`src/rtl/rxf_pkg.sv`:
```
package rxf_pkg;
  localparam int BYTE_W = 8;

  typedef struct packed {
    logic              brk;
    logic              ovr;
    logic              par;
    logic              frm;
    logic [BYTE_W-1:0] data;
  } rxf_entry_t;

  localparam int ENTRY_W  = $bits(rxf_entry_t);
  localparam int ST_HIWAT = 0;
  localparam int ST_AGE   = 1;
  localparam int ST_BRK   = 2;
  localparam int ST_AVAIL = 3;
  localparam int ST_W     = 4;
  localparam int IRQ_W    = 3;
  localparam int STICKY_N = 2;
endpackage

```
`src/rtl/rxf_store.sv`:
```
module rxf_store
  import rxf_pkg::*;
#(
  parameter  int DEPTH = 32,
  localparam int PTR_W = $clog2(DEPTH),
  localparam int CNT_W = $clog2(DEPTH + 1)
) (
  input  logic             clk,
  input  logic             rst_n,
  input  logic             push_valid,
  input  rxf_entry_t       push_entry,
  input  logic             pop_req,
  output rxf_entry_t       head,
  output logic [CNT_W-1:0] count,
  output logic             popped
);
  rxf_entry_t       mem [DEPTH];
  logic [PTR_W-1:0] wr_ptr, rd_ptr, last_ptr;
  logic             full, empty, do_push, do_pop, drop;

  function automatic logic [PTR_W-1:0] ptr_inc(input logic [PTR_W-1:0] p);
    return (p == PTR_W'(DEPTH - 1)) ? '0 : p + 1'b1;
  endfunction

  assign full     = (count == CNT_W'(DEPTH));
  assign empty    = (count == '0);
  assign do_pop   = pop_req && !empty;
  assign do_push  = push_valid && (!full || do_pop);
  assign drop     = push_valid && full && !do_pop;
  assign last_ptr = (wr_ptr == '0) ? PTR_W'(DEPTH - 1) : wr_ptr - 1'b1;
  assign head     = mem[rd_ptr];
  assign popped   = do_pop;

  always_ff @(posedge clk) begin
    if (do_push)   mem[wr_ptr]         <= push_entry;
    else if (drop) mem[last_ptr].ovr   <= 1'b1;
  end

  always_ff @(posedge clk or negedge rst_n) begin
    if (!rst_n) begin
      wr_ptr <= '0;
      rd_ptr <= '0;
      count  <= '0;
    end else begin
      if (do_push) wr_ptr <= ptr_inc(wr_ptr);
      if (do_pop)  rd_ptr <= ptr_inc(rd_ptr);
      unique case ({do_push, do_pop})
        2'b10:   count <= count + 1'b1;
        2'b01:   count <= count - 1'b1;
        default: count <= count;
      endcase
    end
  end

  assert_no_overflow_R3: assert property (@(posedge clk) disable iff (!rst_n)
    (push_valid && full && !pop_req) |=> (count == CNT_W'(DEPTH)));
  assert_full_swap_R3: assert property (@(posedge clk) disable iff (!rst_n)
    (push_valid && pop_req && full) |=> (count == CNT_W'(DEPTH)));
  assert_pop_empty_R2: assert property (@(posedge clk) disable iff (!rst_n)
    (pop_req && empty && !push_valid) |=> (count == '0));
endmodule

```
`src/rtl/rxf_age_timer.sv`:
```
module rxf_age_timer #(
  parameter  int AGE_TICKS = 8,
  localparam int AC_W      = $clog2(AGE_TICKS + 1)
) (
  input  logic clk,
  input  logic rst_n,
  input  logic tick,
  input  logic activity,
  input  logic empty,
  output logic fire
);
  logic [AC_W-1:0] age_cnt;

  assign fire = tick && !activity && !empty && (age_cnt == AC_W'(AGE_TICKS - 1));

  always_ff @(posedge clk or negedge rst_n) begin
    if (!rst_n)                                      age_cnt <= '0;
    else if (activity || empty)                      age_cnt <= '0;
    else if (tick && age_cnt != AC_W'(AGE_TICKS))    age_cnt <= age_cnt + 1'b1;
  end

  assert_age_restart_R6: assert property (@(posedge clk) disable iff (!rst_n)
    activity |=> (age_cnt == '0));
  assert_age_saturate_R6: assert property (@(posedge clk) disable iff (!rst_n)
    fire |=> (age_cnt == AC_W'(AGE_TICKS)));
endmodule

```
`src/rtl/rxf_status.sv`:
```
module rxf_status
  import rxf_pkg::*;
#(
  parameter int CNT_W = 6
) (
  input  logic             clk,
  input  logic             rst_n,
  input  logic [CNT_W-1:0] count,
  input  logic [CNT_W-1:0] thresh,
  input  logic             age_fire,
  input  logic             brk_evt,
  input  logic             clr_valid,
  input  logic [ST_W-1:0]  clr_mask,
  input  logic [IRQ_W-1:0] irq_en,
  output logic [ST_W-1:0]  status,
  output logic             irq
);
  localparam int STICKY_BASE = ST_AGE;

  logic [STICKY_N-1:0] sticky, set_vec;

  assign set_vec = {brk_evt, age_fire};

  for (genvar k = 0; k < STICKY_N; k++) begin : g_sticky
    always_ff @(posedge clk or negedge rst_n) begin
      if (!rst_n)
        sticky[k] <= 1'b0;
      else if (set_vec[k])
        sticky[k] <= 1'b1;
      else if (clr_valid && clr_mask[STICKY_BASE + k])
        sticky[k] <= 1'b0;
    end
  end

  assign status[ST_HIWAT] = (count >= thresh);
  assign status[ST_AGE]   = sticky[0];
  assign status[ST_BRK]   = sticky[1];
  assign status[ST_AVAIL] = (count != '0);
  assign irq              = |(status[IRQ_W-1:0] & irq_en);

  assert_age_set_R6: assert property (@(posedge clk) disable iff (!rst_n)
    age_fire |=> status[ST_AGE]);
  assert_brk_set_R7: assert property (@(posedge clk) disable iff (!rst_n)
    brk_evt |=> status[ST_BRK]);
  assert_clear_wins_R8: assert property (@(posedge clk) disable iff (!rst_n)
    (clr_valid && clr_mask[ST_AGE] && !age_fire) |=> !status[ST_AGE]);
  assert_brk_irq_R9: assert property (@(posedge clk) disable iff (!rst_n)
    (status[ST_BRK] && irq_en[ST_BRK]) |-> irq);
endmodule

```
`src/rtl/rx_age_fifo.sv`:
```
module rx_age_fifo
  import rxf_pkg::*;
#(
  parameter  int DEPTH     = 32,
  parameter  int AGE_TICKS = 8,
  localparam int CNT_W     = $clog2(DEPTH + 1)
) (
  input  logic               clk,
  input  logic               rst_n,
  input  logic               in_valid,
  input  logic [BYTE_W-1:0]  in_data,
  input  logic               in_frame_err,
  input  logic               in_parity_err,
  input  logic               in_overrun_err,
  input  logic               in_break,
  output logic               out_valid,
  input  logic               out_ready,
  output logic [ENTRY_W-1:0] out_word,
  input  logic               char_tick,
  input  logic [CNT_W-1:0]   thresh,
  input  logic [IRQ_W-1:0]   irq_en,
  input  logic               clr_valid,
  input  logic [ST_W-1:0]    clr_mask,
  output logic [ST_W-1:0]    status,
  output logic               irq
);
  rxf_entry_t       in_entry, head;
  logic [CNT_W-1:0] count;
  logic             popped, age_fire, empty;

  assign in_entry = '{brk: in_break, ovr: in_overrun_err, par: in_parity_err,
                      frm: in_frame_err, data: in_data};
  assign empty     = (count == '0);
  assign out_valid = !empty;
  assign out_word  = head;

  rxf_store #(.DEPTH(DEPTH)) u_store (
    .clk        (clk),
    .rst_n      (rst_n),
    .push_valid (in_valid),
    .push_entry (in_entry),
    .pop_req    (out_ready),
    .head       (head),
    .count      (count),
    .popped     (popped)
  );

  rxf_age_timer #(.AGE_TICKS(AGE_TICKS)) u_age (
    .clk      (clk),
    .rst_n    (rst_n),
    .tick     (char_tick),
    .activity (in_valid || popped),
    .empty    (empty),
    .fire     (age_fire)
  );

  rxf_status #(.CNT_W(CNT_W)) u_status (
    .clk       (clk),
    .rst_n     (rst_n),
    .count     (count),
    .thresh    (thresh),
    .age_fire  (age_fire),
    .brk_evt   (in_valid && in_break),
    .clr_valid (clr_valid),
    .clr_mask  (clr_mask),
    .irq_en    (irq_en),
    .status    (status),
    .irq       (irq)
  );

  assert_head_stable_R2: assert property (@(posedge clk) disable iff (!rst_n)
    (out_valid && !out_ready && !(in_valid && count == CNT_W'(1)))
      |=> (out_valid && $stable(out_word) || !$past(out_valid)));
  assert_reset_quiet_R10: assert property (@(posedge clk) disable iff (!rst_n)
    $rose(rst_n) |-> (status[2:1] == 2'b00));
endmodule

```
`config.mk`:
```
export PLATFORM = sky130hd
export DESIGN_NAME = rx_age_fifo
export DESIGN_NICKNAME = d
export VERILOG_FILES = /design/src/rtl/rxf_pkg.sv /design/src/rtl/rxf_store.sv /design/src/rtl/rxf_age_timer.sv /design/src/rtl/rxf_status.sv /design/src/rtl/rx_age_fifo.sv
export SDC_FILE = /design/constraint.sdc
export NUM_CORES = 1
export LEC_CHECK = 0
export BUFFER_PORTS_ARGS = -buffer_cell sky130_fd_sc_hd__buf_4
export CAP_MARGIN = 5
export CORE_MARGIN = 2
export CORE_UTILIZATION = 35
export DETAILED_ROUTE_END_ITERATION = 10
export SETUP_SLACK_MARGIN = 0.1
export SLEW_MARGIN = 30
export SYNTH_ARGS = -nofsm -noshare
export SYNTH_HDL_FRONTEND = slang
export SYNTH_SLANG_ARGS = --single-unit
```
`constraint.sdc`:
```
create_clock -name clk -period 4.3 [get_ports clk]
set_input_delay 0.43 -clock clk [delete_from_list [all_inputs] [get_ports clk]]
set_output_delay 0.43 -clock clk [all_outputs]
set_load 0.005 [all_outputs]
```
==> results.ini <==
[worst_hold_path]
hold_path_end=u_status.status[2]$_DFFE_PN0P_
hold-path-cell-count=2
worstHoldStart=in_break
min_path_type=primary input to flip-flop

[sta]
fin_tns_setup_ns=0
hold_viol_final=0
worst_pin_slew_ns=0.9853
setup_viol=0
rsz0062_at_grt=false
fin_worst_skew_ns=0.01246
max_freq_mhz=283.3
post-route-period-util=0.8208
period_minus_slack_ns=3.529
report.final.slew_viol_count=0
slew_headroom=0.3393

[yosys]
synth_top_area_share=0.6773
synth-async-reset-ratio=0.05419
synth.most_common_cell=edfxtp_1
synth_warnings=0
seq_area_frac_synth=0.7096
synth_nets=1009
yosysTopAreaCell=edfxtp_1
syn-instance-count=964
synth-edff-count=384
ys_types=64
synth_seq_cells=406
syn_area_mm2=0.01703
avgSynthCellArea_um2=17.66
synthTopCellsByCount=edfxtp_1, mux4_2, nor2_1, mux2i_1, a22oi_1
synth.top_cells.by_area=edfxtp_1, mux4_2, dfrtp_1
ys.flop_type=edfxtp_1

[floorplan]
die_x_um=224.6
die_h_um=224.6
die_area_mm2=0.05042
row_count=80
core_area_mm2=0.04785
start_util=0.3558
io_pins=49

[placed_design]
io_buffers=46
dpl_cell_area_mm2=0.01830
place_congestion=0.7851
hpwl_mm=23.16

[clocking]
cts_buffer_depth=3
cts_sinks=406
clk_latency_ns=0.55
ctsRootBufferMaster=clkbuf_16
cts_buffers=42
clk_pin_slew_ns=0.06
cts_tree=done
cts_htree_levels=2
postCtsSetupRepairBufs=0

[routing]
drtIter0Drc=584
ant_nets=0
drtPass1Iterations=5
routed_wl_mm=37.09
via_count=8860
via_per_inst=5.227
routedWlPerCell_um=21.88
drc=0

[final_layout]
layout-drive-gt1-share=0.2611
area_growth_pct=15.56
nets=1092
final_cell_area_mm2=0.01967
fill_cells=4253
antenna_cells=0

[worst_setup_path]
crit_start=u_store.rd_ptr[0]$_DFFE_PN0N_
crit_arrival_ns=3.10
reg2reg_to=u_store.mem[11][4]$_DFFE_PP_
cp-end-kind=output port
r2r_start=u_store.wr_ptr[0]$_DFFE_PN0P_
crit_type=flip-flop to output port
r2r_setup_slack_ns=1.05
required_ns=3.87
startpoint_type=flip-flop
r2r.worst_path.cells=7
worstPathMaxFanout=30

[pwr]
powerDensity_mw_per_mm2=604.0
ir_worst_vdd_uv=260.5
leakage_uw=0.006499

[flow_run]
maxCapViolations=0

[global_routing]
grt_max_degree=52
grt_pass1_wl_mm=56.00
grt_overflow=0
grt_pass1_vias=8773
grtUsageTotal=0.1480
antenna_found_initial=0

[status]
outcome=finished, final reports clean

==> worst max-delay path by stage <==
stage,slack (ns),endpoint,depth (start not counted)
final,0.77,out_word[1],6
after detailed placement,1.04,u_store.mem[11][6]$_DFFE_PP_,7
after global placement,1.06,out_word[10],5
after global routing,0.61,out_word[3],6
after floorplan,1.04,u_store.mem[7][0]$_DFFE_PP_,8
after CTS,0.48,out_word[1],5
==> state kept, by name, indices dropped and copies added (netlist names) <==
| name | flops |
|---|---|
| u_age.age_cnt | 4 |
| u_store.count | 6 |
| u_store.wr_ptr | 5 |
| u_store.rd_ptr | 5 |
| u_store.mem | 384 |
| u_status.status | 2 |
==> critical path: stages, from the launching register on <==
cell,delay (ns)
dfrtp_4,0.64
buf_16,0.30
buf_12,0.31
mux4_2,0.55
a22oi_1,0.26
nand4_1,0.24
buf_4,0.22
==> through the flow <==
step	hold WS [ns]	worst slack, ns	cells	power [uW]	utilization
after floorplan	0.1344	1.043	964	7314	-
after global placement	0.3472	1.063	1614	8453	0.3822
after detailed placement	0.3480	1.036	1616	8488	0.3826
after CTS	0.1048	0.4824	1694	11990	0.4106
after global routing	0.1231	0.6129	1695	12430	0.4112
final	0.1303	0.7706	1695	11880	0.4112
==> what timing repair did <==
action,in CTS,in global routing
resized for setup,0,0
hold buffers,1,0
hold endpoints to repair,22,0
==> metal layers <==
| layer | track usage | share of wire | vias up |
|---|---|---|---|
| met5 | 0 | 0 | - |
| met2 | 0.2476 | 0.49 | 187 |
| met3 | 0.02430 | 0.044 | 44 |
| li1 | - | - | 4021 |
| met1 | 0.2024 | 0.44 | 4608 |
| met4 | 0.03674 | 0.018 | 0 |
==> cells in the final DEF (no fill, tap or decap), types with 5 or more instances in the layout <==
| master | n |
|---|---|
| nor3_1 | 19 |
| clkinv_1 | 13 |
| ha_1 | 14 |
| mux2i_1 | 53 |
| a22oi_1 | 48 |
| nor2b_2 | 11 |
| nand2_1 | 35 |
| nor4_2 | 5 |
| xnor2_1 | 6 |
| clkbuf_1 | 12 |
| nand4_1 | 18 |
| nor2_1 | 53 |
| nor2_2 | 9 |
| xor2_1 | 5 |
| dfrtp_1 | 19 |
| inv_1 | 16 |
| nand3_1 | 18 |
| mux4_2 | 72 |
| buf_4 | 96 |
| edfxtp_1 | 384 |
| and3_1 | 6 |
| mux2_2 | 5 |
| a31oi_1 | 12 |
| nand2b_1 | 10 |
| clkbuf_16 | 44 |
| o21ai_0 | 14 |
| nor2b_1 | 6 |
==> where the power goes <==
part | total (uW) | switching (uW) | internal (uW)
Sequential | 4970 | 384 | 4590
Clock | 3500 | 1460 | 2050
Combinational | 3410 | 1860 | 1540
Total | 11900 | 3700 | 8180
==> cell type report <==
| cell class | count | area, um2 | area share |
|---|---|---|---|
| clock inverter | 18 | 142.6 | 0.007250 |
| timing repair buffer | 101 | 809.5 | 0.04115 |
| inverter | 16 | 60.06 | 0.003053 |
| tap | 615 | 769.5 | 0.03911 |
| clock buffer | 59 | 1187 | 0.06035 |
| multi-input combinational | 480 | 4617 | 0.2347 |
| sequential | 406 | 12090 | 0.6144 |
==> cell families (layout without fill, tap and decap cells) <==
logic type               Yosys count  count (layout)  share of synthesized area
AO/OA/AOI/OAI                    103             103                    0.04476
AND/OR/NAND/NOR                  218             218                    0.07217
adder cells (fa/ha/maj)           14              14                    0.01029
buffers and inverters             78             194                    0.02447
multiplexers                     134             134                     0.1330
XOR/XNOR                          11              11                   0.005659
flip-flops                       406             406                     0.7096
No activity file was read; power rests on OpenSTA's default activity.
